<file path="src/rtl/msw_pkg.sv">
package msw_pkg;
   localparam int CODE_W = 2;

   localparam logic [CODE_W-1:0] CODE_OK   = 2'b11;
   localparam logic [CODE_W-1:0] CODE_OPEN = 2'b10;
   localparam logic [CODE_W-1:0] CODE_SCG  = 2'b01;
   localparam logic [CODE_W-1:0] CODE_OVL  = 2'b00;

   typedef enum logic [2:0] {
      OP_NONE  = 3'd0,
      OP_DIAG2 = 3'd1,
      OP_DIAG1 = 3'd2,
      OP_ECHO  = 3'd3,
      OP_OR    = 3'd4,
      OP_AND   = 3'd5
   } op_e;

   typedef enum logic {
      COMB_OR  = 1'b0,
      COMB_AND = 1'b1
   } comb_e;

   function automatic logic op_writes(input op_e op);
      return (op == OP_OR) || (op == OP_AND);
   endfunction
endpackage

</file>
<file path="src/rtl/msw_cmd_decode.sv">
module msw_cmd_decode
   import msw_pkg::*;
#(
   parameter int         CMD_W     = 8,
   parameter logic [7:0] CMD_DIAG2 = 8'h90,
   parameter logic [7:0] CMD_DIAG1 = 8'h60,
   parameter logic [7:0] CMD_ECHO  = 8'hA5,
   parameter logic [7:0] CMD_OR    = 8'h30,
   parameter logic [7:0] CMD_AND   = 8'h50
) (
   input  logic [CMD_W-1:0] cmd,
   output op_e              op,
   output logic             known
);
   if (CMD_W != 8) begin : g_bad_cmd_w
      $error("msw_cmd_decode: command field must be 8 bits");
   end

   always_comb begin
      case (cmd)
         CMD_DIAG2: op = OP_DIAG2;
         CMD_DIAG1: op = OP_DIAG1;
         CMD_ECHO:  op = OP_ECHO;
         CMD_OR:    op = OP_OR;
         CMD_AND:   op = OP_AND;
         default:   op = OP_NONE;
      endcase
      known = (op != OP_NONE);
   end
endmodule

</file>
<file path="src/rtl/msw_diag_fmt.sv">
module msw_diag_fmt
   import msw_pkg::*;
#(
   parameter int NCH    = 16,
   parameter int GRP_W  = 8,
   parameter int WORD_W = 16,
   parameter int PAR_W  = 8,
   parameter int GPTR_W = 1
) (
   input  logic                  clk,
   input  logic                  rst_n,
   input  logic                  accept,
   input  op_e                   op,
   input  logic [WORD_W-1:0]     word,
   input  logic [GPTR_W-1:0]     next_grp,
   input  logic [NCH*CODE_W-1:0] fault_code,
   input  logic [PAR_W-1:0]      par_in,
   output logic [WORD_W-1:0]     so_word
);
   localparam int GC_W = GRP_W * CODE_W;

   if (GC_W != WORD_W) begin : g_bad_diag2
      $error("msw_diag_fmt: two-bit reply must fill the word");
   end
   if (PAR_W + GRP_W != WORD_W) begin : g_bad_diag1
      $error("msw_diag_fmt: one-bit reply must fill the word");
   end

   logic [GC_W-1:0]   grp_codes;
   logic [GRP_W-1:0]  ok_bits;
   logic [WORD_W-1:0] reply_d;

   assign grp_codes = fault_code[next_grp*GC_W +: GC_W];

   for (genvar k = 0; k < GRP_W; k++) begin : g_okbit
      assign ok_bits[k] = (grp_codes[k*CODE_W +: CODE_W] == CODE_OK);
   end

   always_comb begin
      case (op)
         OP_ECHO:  reply_d = word;
         OP_DIAG1: reply_d = {par_in, ok_bits};
         OP_NONE:  reply_d = so_word;
         default:  reply_d = grp_codes;
      endcase
   end

   always_ff @(posedge clk or negedge rst_n) begin
      if (!rst_n)      so_word <= '0;
      else if (accept) so_word <= reply_d;
   end
endmodule

</file>
<file path="src/rtl/msw_chan_ctrl.sv">
module msw_chan_ctrl
   import msw_pkg::*;
#(
   parameter int NCH         = 16,
   parameter int GRP_W       = 8,
   parameter int PAR_PER_GRP = 4,
   parameter int GPTR_W      = 1,
   localparam int NGRP       = NCH / GRP_W,
   localparam int PAR_W      = NGRP * PAR_PER_GRP
) (
   input  logic              clk,
   input  logic              rst_n,
   input  logic              accept,
   input  op_e               op,
   input  logic [GRP_W-1:0]  data,
   input  logic [GPTR_W-1:0] grp,
   input  logic [PAR_W-1:0]  par_in,
   output logic [NCH-1:0]    chan_on
);
   if (PAR_PER_GRP > GRP_W) begin : g_bad_par
      $error("msw_chan_ctrl: more parallel pins than channels per group");
   end

   logic [NCH-1:0] ser_q;
   comb_e          mode_q;
   logic [NCH-1:0] raw_on;

   always_ff @(posedge clk or negedge rst_n) begin
      if (!rst_n) begin
         ser_q  <= '0;
         mode_q <= COMB_OR;
      end else if (accept && op_writes(op)) begin
         ser_q[grp*GRP_W +: GRP_W] <= data;
         mode_q <= (op == OP_AND) ? COMB_AND : COMB_OR;
      end
   end

   for (genvar i = 0; i < NCH; i++) begin : g_ch
      localparam int G = i / GRP_W;
      localparam int K = i % GRP_W;
      if (K < PAR_PER_GRP) begin : g_par
         logic pin;
         assign pin = par_in[G*PAR_PER_GRP + K];
         assign raw_on[i] = (mode_q == COMB_AND) ? (pin & ser_q[i])
                                                 : (pin | ser_q[i]);
      end else begin : g_ser
         assign raw_on[i] = ser_q[i];
      end
   end

   assign chan_on = rst_n ? raw_on : '0;
endmodule

</file>
<file path="src/rtl/msw_switch_ctrl.sv">
module msw_switch_ctrl
   import msw_pkg::*;
#(
   parameter int         NCH         = 16,
   parameter int         GRP_W       = 8,
   parameter int         WORD_W      = 16,
   parameter int         PAR_PER_GRP = 4,
   parameter logic [7:0] CMD_DIAG2   = 8'h90,
   parameter logic [7:0] CMD_DIAG1   = 8'h60,
   parameter logic [7:0] CMD_ECHO    = 8'hA5,
   parameter logic [7:0] CMD_OR      = 8'h30,
   parameter logic [7:0] CMD_AND     = 8'h50,
   localparam int NGRP   = NCH / GRP_W,
   localparam int PAR_W  = NGRP * PAR_PER_GRP,
   localparam int CMD_W  = WORD_W - GRP_W,
   localparam int GPTR_W = (NGRP > 1) ? $clog2(NGRP) : 1
) (
   input  logic                  clk,
   input  logic                  rst_n,
   input  logic                  frame_valid,
   input  logic [WORD_W-1:0]     frame_word,
   input  logic [PAR_W-1:0]      par_in,
   input  logic [NCH*CODE_W-1:0] fault_code,
   output logic [NCH-1:0]        chan_on,
   output logic                  fault_n,
   output logic [WORD_W-1:0]     so_word
);
   if (NCH % GRP_W != 0) begin : g_bad_grp
      $error("msw_switch_ctrl: channel count must be a multiple of group size");
   end

   op_e               op;
   logic              known;
   logic              accept;
   logic [GPTR_W-1:0] grp_q;
   logic [GPTR_W-1:0] next_grp;
   logic [NCH-1:0]    ch_bad;

   msw_cmd_decode #(
      .CMD_W(CMD_W), .CMD_DIAG2(CMD_DIAG2), .CMD_DIAG1(CMD_DIAG1),
      .CMD_ECHO(CMD_ECHO), .CMD_OR(CMD_OR), .CMD_AND(CMD_AND)
   ) u_dec (
      .cmd  (frame_word[WORD_W-1 -: CMD_W]),
      .op   (op),
      .known(known)
   );

   assign accept   = frame_valid && known;
   assign next_grp = (grp_q == GPTR_W'(NGRP-1)) ? '0 : grp_q + 1'b1;

   always_ff @(posedge clk or negedge rst_n) begin
      if (!rst_n)      grp_q <= '0;
      else if (accept) grp_q <= next_grp;
   end

   msw_diag_fmt #(
      .NCH(NCH), .GRP_W(GRP_W), .WORD_W(WORD_W), .PAR_W(PAR_W), .GPTR_W(GPTR_W)
   ) u_fmt (
      .clk       (clk),
      .rst_n     (rst_n),
      .accept    (accept),
      .op        (op),
      .word      (frame_word),
      .next_grp  (next_grp),
      .fault_code(fault_code),
      .par_in    (par_in),
      .so_word   (so_word)
   );

   msw_chan_ctrl #(
      .NCH(NCH), .GRP_W(GRP_W), .PAR_PER_GRP(PAR_PER_GRP), .GPTR_W(GPTR_W)
   ) u_chan (
      .clk    (clk),
      .rst_n  (rst_n),
      .accept (accept),
      .op     (op),
      .data   (frame_word[GRP_W-1:0]),
      .grp    (grp_q),
      .par_in (par_in),
      .chan_on(chan_on)
   );

   for (genvar i = 0; i < NCH; i++) begin : g_flt
      assign ch_bad[i] = (fault_code[i*CODE_W +: CODE_W] != CODE_OK);
   end
   assign fault_n = ~|ch_bad;
endmodule

</file>
<file path="config.mk">
export PLATFORM = sky130hd
export DESIGN_NAME = msw_switch_ctrl
export DESIGN_NICKNAME = d
export VERILOG_FILES = /design/src/rtl/msw_pkg.sv /design/src/rtl/msw_cmd_decode.sv /design/src/rtl/msw_diag_fmt.sv /design/src/rtl/msw_chan_ctrl.sv /design/src/rtl/msw_switch_ctrl.sv
export SDC_FILE = /design/constraint.sdc
export NUM_CORES = 1
export LEC_CHECK = 0
export ABC_AREA = 0
export BUFFER_PORTS_ARGS = -buffer_cell sky130_fd_sc_hd__buf_4
export CAP_MARGIN = 10
export CORE_MARGIN = 3
export CORE_UTILIZATION = 52
export CTS_CLUSTER_SIZE = 8
export DETAILED_ROUTE_END_ITERATION = 8
export PLACE_DENSITY_LB_ADDON = 0.12
export REMOVE_ABC_BUFFERS = 1
export SLEW_MARGIN = 20
export SYNTH_ARGS = -nofsm -noshare
export SYNTH_HDL_FRONTEND = slang
export SYNTH_SLANG_ARGS = --single-unit
</file>
<file path="constraint.sdc">
create_clock -name clk -period 3.5 [get_ports clk]
set_input_delay 0.175 -clock clk [delete_from_list [all_inputs] [get_ports clk]]
set_output_delay 0.175 -clock clk [all_outputs]
set_load 0.02 [all_outputs]
</file>
==> metrics.md <==
| Metric | Value |
|---|---|
| Fin util | `77.3%` |
| Longest Clk Path Bufs | `2` |
| Area leader, netlist | `dfrtp_1` |
| IR Drop Worst-Case VDD | `0.301 mV` |
| Clk slew on worst S/H paths | `70 ps` |
| Via-to-Cell Ratio | `5.71` |
| Fin Hold WS | `135 ps` |
| Average wire per cell in the routed design | `17.2 um` |
| Max stage delay on crit path | `650 ps` |
| Share of cells above drive strength 1 | `44.5%` |
| Die area | `0.00499 mm2` |
| Initial Util | `56.4%` |
| Post-Route WL | `5.98 mm` |
| Leak pwr | `0.00146 uW` |
| Synth Register Bits | `34` |
| Library cells used by synthesis | `34` |
| DRT antenna net count | `0` |
| Fin nets | `357` |
| DIE WIDTH | `70.7 um` |
| Worst Hold Class | `input pin to flop` |
| CP Capture Type | `flop` |
| Final min period | `2140 ps` |
| Gr usage total | `24.1%` |
| Syn Area/Cell | `10.4 um2` |
| Worst Slack Setup Final | `1360 ps` |
| Setup tns final | `0 ps` |
| Nature of the critical path startpoint | `input pin` |
| Setup WS pre-CTS | `1110 ps` |
| Clk_skew | `2.49 ps` |
| Register-to-register setup slack | `1560 ps` |
| Max-slew violation count | `0` |
| # DRC | `0` |
| Synth top area cells | `dfrtp_1 (39%), mux2_2 (12%), mux2i_1 (7.4%)` |
| Slowest CP cell | `nor3_4` |
| Number of diodes | `0` |
| Drt pass-1 iters | `6` |
| Outcome | `finished clean` |
| Required @ worst endpoint | `3670 ps` |
| Root buffer cell | `clkbuf_8` |
| Critical-path cell list | `buf_4, or4_4, nor3_4, or2_2, o21ai_1, mux2_2` |
| CTS H-tree lvls | `2` |
| CTS tree | `yes` |
| First-pass GRT wire length | `9.60 mm` |
| Die Y | `70.7 um` |
| Largest net degree at the start of global routing | `51` |
| Max Clock Freq | `467 MHz` |
| Post-Syn Area | `0.00217 mm2` |
| Storage cell area | `852 um2` |
| DR iter-0 viols | `158` |
| Number of max-cap violations | `0` |
| Gpl congestion | `0.799` |
| Total number of vias | `1980` |
| RSZ-0062 raised after global routing | `no` |
| Fin crit share | `61.1%` |
| # port buffers | `91` |
| Synth Warn # | `0` |
| Slew margin rel. | `36.9%` |
| Number of global-route vias before repair | `2027` |
| Post-synthesis sequential area ratio | `39.1%` |
| TritonCTS Buffers | `5` |
| Setup CP Type | `input pin to flop` |
| CP Max Fanout | `17` |
| Core area | `0.00385 mm2` |
| CTS resizes | `0` |
| Cell Pwr Density | `450 mW/mm2` |
| Row count | `22` |
| # fillers | `295` |
| Area Overhead vs Synth | `37.1%` |
| Initial antenna violation count | `0` |
| CTS Sinks | `34` |
| Multi-input gate area in the final layout | `0.00126 mm2` |
| GR Overflow Total | `0` |
| Ports | `92` |
| Dpl hpwl | `4.60 mm` |
| Share of the synthesized area in the top cell type | `39.1%` |
| Setup violators final | `0` |
| Total power | `1340 uW` |
| Post-Synthesis Cells | `208` |
| Tightest Pin Transition | `946 ps` |
| Clk Latency, worst-skew pair | `280 ps` |
| Final hold violation count | `0` |
| Worst EP arrival | `2310 ps` |
[metrics by stage]
stage	std cells	instance area (um2)
floorplan	197	2110
global placement	338	2880
detailed placement	338	2880
CTS	347	2980
global route	347	2980
finish	347	2980
[repair_timing]
action                                  in CTS  in global routing
setup buffers                                0                  0
hold buffers                                 1                  0
endpoints found under the hold margin       34                  0
endpoints found under the setup margin       0                  0
[registers in the layout, summed over array words and instances (netlist names)]
register       count
u_chan.mode_q      1
u_chan.ser_q      16
u_fmt.so_word     16
grp_q              1
[worst max-delay path: cells and delay by family]
family                 cells  cell delay (ps)
AO/OA/AOI/OAI              1              120
buffers and inverters      1              120
multiplexers               1              270
AND/OR/NAND/NOR            3             1610
[cells in the mapped netlist, drive strengths merged]
library cell  instances
mux2i                16
clkinv                1
nand4b                1
nor3                  3
a21oi                 2
nor4                  2
or4                   1
buf                   5
or3                   1
inv                   1
nand3                 8
o21ai                22
nor4b                 2
nand2                13
or2                   2
and2                 16
mux2                 36
clkbuf                6
or4b                  1
maj3                  8
xnor2                 3
dfrtp                34
nor2                  2
nand2b                5
a22oi                 8
nand3b                2
xor2                  1
nand4                 6
[layout by cell type (no fill, tap or decap), drive strengths merged, types with 3 or more instances in the layout]
cell and instances:
buf 93, mux2 36, dfrtp 34, o21ai 22
and2 16, mux2i 16, nand2 13, maj3 8
nand3 8, a22oi 8, clkbuf 7, nand4 6
nand2b 5, xnor2 3, nor3 3
[routing by layer]
layer | global-route usage (%) | share of wire [%]
met1 | 32.8 | 42
met2 | 39.7 | 50
met3 | 4.69 | 7.5
met4 | 6.47 | 1.4
met5 | 0 | 0
[power by group]
group	switching (uW)	leakage, uW	internal [uW]	total, uW
combinational	225	0.000959	259	484
clock	138	0.0000482	159	296
sequential	98.8	0.000449	461	560
[path summary, 6_finish.rpt]
kind | startpoint | end | cells past startpoint
setup / recovery | frame_word[8] | u_fmt.so_word[9] | 6
hold / removal | frame_word[0] | u_chan.ser_q[8] | 2
setup reg to reg | grp_q | u_chan.ser_q[14] | 3
hold reg to reg | u_fmt.so_word[8] | u_fmt.so_word[8] | 1
max in group asynchronous | rst_n | grp_q | 2
min in group asynchronous | rst_n | u_chan.ser_q[12] | 2
[kinds of logic after synthesis]
logic type	synth area share [%]
AOI/OAI and AO/OA	8.46
xor gates and xnor gates	1.61
adders and majority gates	3.68
buffers and inverters	3.11
DFF	39.1
muxes	26.0
and+or+nand+nor	18.0
[cell type report]
| cell class | count | area share, % |
|---|---|---|
| inverters | 2 | 0.252 |
| clock buffers | 7 | 2.90 |
| flip-flops and latches | 34 | 28.6 |
| well taps | 48 | 2.02 |
| multi-input cells | 161 | 42.3 |
| repair buffers | 94 | 23.8 |
| clock inverters | 1 | 0.168 |
No activity file was read; power rests on OpenSTA's default activity.
